==> src/rtl/gpio8_regs.sv <==
module gpio8_regs #(
  parameter int ADDR_W      = 12,
  parameter int SYNC_STAGES = 2
) (
  input  logic              clk,
  input  logic              rst_n,
  input  logic              req_valid,
  input  logic              req_write,
  input  logic [ADDR_W-1:0] req_addr,
  input  logic [31:0]       req_wdata,
  output logic              rsp_valid,
  output logic [31:0]       rsp_rdata,
  output logic              rsp_err,
  input  logic [7:0]        pin_in,
  output logic [7:0]        pin_out,
  output logic [7:0]        pin_oe,
  input  logic [7:0]        irq_set,
  output logic [7:0]        cfg_sense,
  output logic [7:0]        cfg_both,
  output logic [7:0]        cfg_event,
  output logic [7:0]        cfg_ie,
  output logic [7:0]        cfg_mode,
  output logic              irq_out
);
  localparam logic [ADDR_W-1:0] OFS_DIR   = ADDR_W'(12'h400);
  localparam logic [ADDR_W-1:0] OFS_SENSE = ADDR_W'(12'h404);
  localparam logic [ADDR_W-1:0] OFS_BOTH  = ADDR_W'(12'h408);
  localparam logic [ADDR_W-1:0] OFS_EVENT = ADDR_W'(12'h40C);
  localparam logic [ADDR_W-1:0] OFS_IE    = ADDR_W'(12'h410);
  localparam logic [ADDR_W-1:0] OFS_RAW   = ADDR_W'(12'h414);
  localparam logic [ADDR_W-1:0] OFS_MIS   = ADDR_W'(12'h418);
  localparam logic [ADDR_W-1:0] OFS_CLR   = ADDR_W'(12'h41C);
  localparam logic [ADDR_W-1:0] OFS_MODE  = ADDR_W'(12'h420);
  localparam logic [ADDR_W-1:0] OFS_ID    = ADDR_W'(12'hFE0);

  logic [SYNC_STAGES-1:0][7:0] sync_q;
  logic [7:0] data_q, dir_q, sense_q, both_q, event_q, ie_q, mode_q, raw_q;
  logic [ADDR_W-1:0] wa;
  logic [7:0] amask, wmask, id_byte, data_nxt;
  logic in_data, in_id, wr, rd;
  logic [31:0] rd_val;
  logic rd_bad;

  assign wa      = {req_addr[ADDR_W-1:2], 2'b00};
  assign amask   = req_addr[9:2];
  assign in_data = (wa < OFS_DIR);
  assign in_id   = (wa >= OFS_ID);
  assign wr      = req_valid && req_write;
  assign rd      = req_valid && !req_write;
  assign wmask   = (wr && in_data) ? (amask & dir_q) : 8'h00;

  assign data_nxt = (dir_q & ((data_q & ~wmask) | (req_wdata[7:0] & wmask)))
                  | (~dir_q & sync_q[SYNC_STAGES-1]);

  always_ff @(posedge clk) begin
    if (!rst_n) sync_q <= '0;
    else        sync_q <= {sync_q[SYNC_STAGES-2:0], pin_in};
  end

  always_ff @(posedge clk) begin
    if (!rst_n) begin
      data_q  <= '0;
      dir_q   <= '0;
      sense_q <= '0;
      both_q  <= '0;
      event_q <= '0;
      ie_q    <= '0;
      mode_q  <= '0;
      raw_q   <= '0;
    end else begin
      data_q <= data_nxt;
      if (wr && wa == OFS_DIR)   dir_q   <= req_wdata[7:0];
      if (wr && wa == OFS_SENSE) sense_q <= req_wdata[7:0];
      if (wr && wa == OFS_BOTH)  both_q  <= req_wdata[7:0];
      if (wr && wa == OFS_EVENT) event_q <= req_wdata[7:0];
      if (wr && wa == OFS_IE)    ie_q    <= req_wdata[7:0];
      if (wr && wa == OFS_MODE)  mode_q  <= req_wdata[7:0];
      if (wr && wa == OFS_CLR)   raw_q   <= (raw_q & ~req_wdata[7:0]) | irq_set;
      else                       raw_q   <= raw_q | irq_set;
    end
  end

  always_comb begin
    case (wa[4:2])
      3'd0:    id_byte = 8'h61;
      3'd1:    id_byte = 8'h10;
      3'd2:    id_byte = 8'h14;
      3'd3:    id_byte = 8'h00;
      3'd4:    id_byte = 8'h0D;
      3'd5:    id_byte = 8'hF0;
      3'd6:    id_byte = 8'h05;
      default: id_byte = 8'hB1;
    endcase
  end

  always_comb begin
    rd_val = '0;
    rd_bad = 1'b0;
    if (in_data)             rd_val[7:0] = data_q & amask;
    else if (in_id)          rd_val[7:0] = id_byte;
    else if (wa == OFS_DIR)   rd_val[7:0] = dir_q;
    else if (wa == OFS_SENSE) rd_val[7:0] = sense_q;
    else if (wa == OFS_BOTH)  rd_val[7:0] = both_q;
    else if (wa == OFS_EVENT) rd_val[7:0] = event_q;
    else if (wa == OFS_IE)    rd_val[7:0] = ie_q;
    else if (wa == OFS_RAW)   rd_val[7:0] = raw_q;
    else if (wa == OFS_MIS)   rd_val[7:0] = raw_q & ie_q;
    else if (wa == OFS_MODE)  rd_val[7:0] = mode_q;
    else                      rd_bad = 1'b1;
  end

  always_ff @(posedge clk) begin
    if (!rst_n) begin
      rsp_valid <= 1'b0;
      rsp_rdata <= '0;
      rsp_err   <= 1'b0;
    end else begin
      rsp_valid <= rd;
      rsp_rdata <= rd ? rd_val : 32'h0;
      rsp_err   <= rd && rd_bad;
    end
  end

  assign pin_out   = data_q & dir_q;
  assign pin_oe    = dir_q;
  assign cfg_sense = sense_q;
  assign cfg_both  = both_q;
  assign cfg_event = event_q;
  assign cfg_ie    = ie_q;
  assign cfg_mode  = mode_q;
  assign irq_out   = |(raw_q & ie_q);

  logic past_ok;
  always_ff @(posedge clk) begin
    if (!rst_n) past_ok <= 1'b0;
    else        past_ok <= 1'b1;
  end

  assert_out_hold_R2: assert property (@(posedge clk) disable iff (!rst_n || !past_ok)
    !$past(req_valid && req_write) |-> (((data_q ^ $past(data_q)) & dir_q) == 8'h00));

  assert_err_zero_R9: assert property (@(posedge clk) disable iff (!rst_n)
    rsp_err |-> (rsp_valid && rsp_rdata == 32'h0));

  assert_rsp_follows_R10: assert property (@(posedge clk) disable iff (!rst_n || !past_ok)
    rsp_valid |-> $past(req_valid && !req_write));

  assert_set_wins_R6: assert property (@(posedge clk) disable iff (!rst_n || !past_ok)
    ((raw_q & $past(irq_set)) == $past(irq_set)));

  assert_clear_R6: assert property (@(posedge clk) disable iff (!rst_n || !past_ok)
    $past(req_valid && req_write && {req_addr[ADDR_W-1:2], 2'b00} == OFS_CLR)
      |-> ((raw_q & $past(req_wdata[7:0]) & ~$past(irq_set)) == 8'h00));

  assert_cfg_stable_R8: assert property (@(posedge clk) disable iff (!rst_n || !past_ok)
    !$past(req_valid && req_write) |-> ($stable(dir_q) && $stable(ie_q) && $stable(mode_q)));
endmodule

==> config.mk <==
export PLATFORM = sky130hd
export DESIGN_NAME = gpio8_regs
export DESIGN_NICKNAME = d
export VERILOG_FILES = /design/src/rtl/gpio8_regs.sv
export SDC_FILE = /design/constraint.sdc
export NUM_CORES = 1
export LEC_CHECK = 0
export BUFFER_PORTS_ARGS = -buffer_cell sky130_fd_sc_hd__buf_2
export CORE_ASPECT_RATIO = 0.9
export CORE_UTILIZATION = 45
export DETAILED_ROUTE_END_ITERATION = 12
export PLACE_DENSITY = 0.76
export SLEW_MARGIN = 0
export SYNTH_ARGS = -nofsm -noshare
export SYNTH_HDL_FRONTEND = slang
export SYNTH_SLANG_ARGS = --single-unit
==> constraint.sdc <==
create_clock -name clk -period 1.91 [get_ports clk]
set_input_delay 0.573 -clock clk [delete_from_list [all_inputs] [get_ports clk]]
set_output_delay 0.573 -clock clk [all_outputs]
set_load 0.01 [all_outputs]
* After elaboration in Yosys (flattened, before gate mapping)
Index checks and enable logic that the tools add are counted.
** Operators by class
- Add/subtract/negate cells :: 0
- Reduce and logical (&&, ||, !) cells :: 15
- Eq/ne operators :: 15
- Shift-type cells :: 0
- Bitwise operators :: 16
- $mul :: 0
- Muxes and demuxes :: 23
- Div/mod/pow operators :: 0
- Order comparisons :: 2
** Operators by type and width (number)
- two-way mux 8 bit :: 12
- == test 10 x 9 -> 1 bit (second input constant) :: 9
- AND 8 bit :: 9
- case mux 8 bit (7 select lines) :: 1
- bitwise OR 8 bit :: 4
- inverter 8 bit :: 3
- greater-or-equal comparator 12 bit (second input constant) :: 1
- < comparator 12 x 11 -> 1 bit (second input constant) :: 1
- logical AND 1 bit :: 11
- two-way mux 1 bit :: 10
- == test 3 bit (second input constant) :: 3
- OR reduction 8 bit :: 1
- == test 3 x 2 -> 1 bit (second input constant) :: 2
- == test 3 x 1 -> 1 bit (second input constant) :: 1
- logical NOT 3 bit :: 1
- AND reduction 2 bit :: 1
- logical NOT 1 bit :: 1
** Storage, ports and cells
- Logic and storage cells :: 85
- Memories kept :: 0
- Bits in read-only memories :: 0
- Bits of input ports :: 64
- Output and inout port bits :: 91
- RAM bits :: 0
- Latch bits :: 0
- Register bits after elaboration :: 114

* Longest topological paths before layout
- Depth in word-level cells :: 12
- Gate-level depth with buffers :: 8
- Mapped depth without buffers :: 6

* Worst setup path before layout
Ideal clock, no wire load.
- Path kind :: input -> register
- Start :: in req_addr[3]
- End :: reg mode_q[0], in the netlist cfg_mode[0]
- Setup slack :: -89 ps
- Path buffers :: 3
- Arrival time :: 1883 ps
- Required time :: 1794 ps
- Stages :: 8
- Cells stage by stage :: buf_2 nor3_1 and4b_1 buf_2 nor3b_2 buf_4 mux2i_1 nor2b_1
** Between the ends
- Cells in the longest elaborated chain, start to end :: 2
** Ends and longest elaborated chain
- start: declaration :: RTL line 9 : input logic [ADDR_W-1:0] req_addr,
- == test 10 x 9 -> 1 bit :: RTL line 77 : if (wr && wa == OFS_MODE) mode_q <= req_wdata[7:0];
- logical AND 1 bit :: RTL line 77
- end signal: assignment :: RTL line 77
- end: declaration :: RTL line 37 : logic [7:0] data_q, dir_q, sense_q, both_q, event_q, ie_q, mode_q, raw_q;
No other way between the ends.
A chain may end at the register's enable or synchronous reset.

* Worst setup path in the final report
- Start :: reg ie_q[6], in the netlist cfg_ie[6]
- End :: out irq_out
** Between the ends
- Cells in the longest elaborated chain, start to end :: 2
** Ends and longest elaborated chain
- start: declaration :: RTL line 37
- start signal: assignment :: RTL line 76 : if (wr && wa == OFS_IE) ie_q <= req_wdata[7:0];
- AND 8 bit :: RTL line 131 : assign irq_out = |(raw_q & ie_q);
- OR reduction 8 bit :: RTL line 131
- end: declaration :: RTL line 23 : output logic irq_out
No other way between the ends.

==> metrics.csv <==
stage,metric,value,unit
status,status,finished with violations,
status,failing checks,negative setup slack,
floorplanning,FP Rows,34,
timing,Final Skew,0.0126,ns
synthesis,Post-Synthesis Cells,538,
critical_path,R2R depth,7,
critical_path,worst reg2reg setup slack,0.34,ns
global_routing,met2 GRT Util,0.416,
critical_path,crit start category,register,
clocking,Num CTS Buffers,9,
global_routing,first-pass GRT wire length,22.3,mm
power,Clock Power Share,0.360,
global_routing,met1 usage,0.401,
clocking,Clock Latency Late Sink,0.37,ns
clocking,hold_buf cts,0,
detailed_routing,DRT Pass-1 Iters,5,
clocking,"Reg clk slew, reported paths",0.08,ns
finish,Reg area,1810,sq um
finish,layout cells sized above 1,0.309,
finish,Fill cells,886,
global_routing,grt ovf,0,
detailed_routing,DR iter-0 viols,310,
finish,number of diodes,0,
power,Sw Pwr,906,uW
global_routing,initial antenna violation count,0,
synthesis,Synth warnings,0,
detailed_routing,Vias/cell,5.51,
hold_path,Hold EP,sync_q[3],
global_routing,GRT busiest layer,met2,
power,Leak Pwr,2.59,nW
power,Max VDD drop,441,uV
detailed_routing,vias,4530,
critical_path,crit path max-delay cell type,dfxtp_2,
placed_design,I/O Buffers,104,
hold_path,Worst Min Path Start,pin_in[3],
hold_path,Hold Path Cell Cnt,2,
finish,NumNets Final,755,
critical_path,Worst Path Required,1.34,ns
power,pwr/cell area,635,nW/um^2
synthesis,post-synthesis register bit count,90,
floorplanning,Die Footprint,10400,sq um
synthesis,Yosys cell types,56,
synthesis,sequential element share of the synthesized area,0.399,
timing,slew margin rel.,0.594,
detailed_routing,Post-DRT Antenna Nets,0,
synthesis,syn_area_per_cell,8.40,sq um
synthesis,dominant synthesized flop cell,dfxtp_1,
critical_path,crit path cell chain,a22o_1 > a221oi_2 > nand4_1 > buf_2,
timing,Final Cycle Share,1.03,
timing,RSZ-0062 raised after global routing,true,
global_routing,met3 GRT Util,0.0630,
critical_path,critical setup path kind,register to output port,
finish,"Design Area, Final",5770,sq um
finish,Largest Register,sync_q,
timing,final worst setup slack,-0.0501,ns
power,Int Pwr,2.76,mW
detailed_routing,total wire length,14.2,mm
placed_design,hpwl dp,10.7,mm
global_routing,vias in the first global route,4171,
detailed_routing,WL/cell,17.3,microns
finish,area of the multi-input gates,2500,sq um
critical_path,CP max FO,2,
floorplanning,Die Wd,108,microns
floorplanning,core region area,9700,sq um
timing,Hold WS,0.407,ns
critical_path,reg2reg end,rsp_rdata[7],
power,Seq pwr share,0.528,
clocking,clock sink count,90,
timing,Final min period,1.96,ns
clocking,CTS H-tree lvls,3,
placed_design,DP Worst Slack,-0.375,ns
timing,worst slew pin tran,0.609,ns
timing,setup TNS,-0.0501,ns
critical_path,Critical Path AT,1.39,ns
critical_path,largest stage delay on the critical path,0.32,ns
placed_design,dpl cell area,5510,sq um
global_routing,GR Util All Layers,0.280,
power,total power,3.66,mW
timing,Finish-stage setup viols,1,
clocking,CTS tree,built,
critical_path,CP Capture Type,output port,
detailed_routing,# DRC,0,
floorplanning,Die Y,97.1,microns
floorplanning,I/O pin cnt,155,
timing,maximum clock frequency,510,MHz
synthesis,fraction of registers with async set/reset,0,
power,Sw Share,0.248,
critical_path,CP top delay family,compound AO/OA/AOI/OAI gates,
timing,Final Max Tran Viols,0,
timing,"Hold Vio Cnt, Final",0,
finish,Area growth syn-to-layout,27.7,%
job,Max-cap violations,0,
power,Comb pwr share,0.113,
synthesis,"EDFF count, synth",0,
finish,max reg flops,16,
synthesis,mapped cell area,4520,sq um
hold_path,Hold WC Path Type,input pin to register,
placed_design,GPL Wtd Cong,0.929,
clocking,CTS Buffer Depth,2,
critical_path,crit path buf inv count,1,
floorplanning,Initial Util,0.466,
critical_path,RR Startpoint,cfg_ie[7],
global_routing,largest net degree at the start of global routing,81,
clocking,clk root buf,clkbuf_8,
## through the flow
step	utilization	cells
floorplan	-	561
global placement	0.568	804
detailed placement	0.568	804
CTS	0.591	821
global route	0.595	822
finish	0.595	822
## metal layers
metal	share of wire	routed length, microns
met5	0	0
met4	0.020	291
met3	0.074	1060
met2	0.45	6360
met1	0.46	6500
## placed cells by master (no fill, tap or decap), drive strengths merged, types with 2 or more instances in the layout
master,count
nand3,24
nor4,2
o221ai,4
dfxtp,90
nand2b,3
clkbuf,14
mux2i,29
clkinv,3
o21ai,21
or3,4
nor3b,2
a21boi,24
nor2,26
a22o,2
a211oi,2
o211ai,2
o211a,8
and2,25
inv,3
a221oi,2
a31oi,2
buf,177
o22ai,9
a21oi,24
conb,24
a22oi,4
nand4,4
a32oi,7
nand2,95
nor2b,36
nor3,8
## kinds of logic after synthesis
family                    count (synthesis)  synth area share
other                                     1          0.000830
xor gates and xnor gates                  2           0.00388
AOI/OAI and AO/OA                       119             0.180
muxes                                    30            0.0692
buffers and inverters                    63            0.0778
DFF                                      90             0.399
and+or+nand+nor                         233             0.269
## Yosys cell counts, drive strengths merged (7+ instances only)
| cell | n | share of area |
|---|---|---|
| a21boi | 24 | 0.040 |
| a21oi | 24 | 0.027 |
| a32oi | 7 | 0.014 |
| and2 | 25 | 0.035 |
| buf | 36 | 0.055 |
| clkbuf | 22 | 0.018 |
| dfxtp | 90 | 0.40 |
| mux2i | 29 | 0.064 |
| nand2 | 95 | 0.082 |
| nand3 | 24 | 0.028 |
| nor2 | 26 | 0.022 |
| nor2b | 36 | 0.050 |
| nor3 | 8 | 0.015 |
| o211a | 8 | 0.018 |
| o21ai | 21 | 0.023 |
| o22ai | 9 | 0.012 |
## power groups by stage
stage	clock, mW	combinational [mW]	sequential (mW)
finish	1.32	0.413	1.93
global route	1.43	0.446	1.93
CTS	1.34	0.402	1.93
detailed placement	0	0.399	1.97
global placement	0	0.393	1.97
floorplan	0	0.243	1.97
## timing repair
item | CTS | global route
endpoints found under the hold margin | 0 | 0
gates resized for setup | 5 | 8
setup buffers | 1 | 1
gates cloned | 0 | 0
pin swaps | 1 | 6
endpoints found under the setup margin | 2 | 21
## worst max-delay path by stage
stage | from | end | slack (ns) | cells after the start
after global routing | cfg_ie[6] | irq_out | -0.10 | 4
after floorplan | req_addr[5] | cfg_event[3] | -0.01 | 7
after global placement | req_addr[2] | rsp_rdata[7] | -0.40 | 8
after CTS | raw_q[6] | irq_out | -0.06 | 4
after detailed placement | req_addr[2] | rsp_rdata[7] | -0.37 | 8
final | cfg_ie[6] | irq_out | -0.05 | 4
## layout make-up
type / count / share of cell area
inverters: 5 / 0.00325
repair buffers: 177 / 0.189
well taps: 126 / 0.0273
clock buffers: 14 / 0.0282
multi-input cells: 408 / 0.434
clock inverters: 2 / 0.00607
flip-flops and latches: 90 / 0.313
No activity file was read; power rests on OpenSTA's default activity.
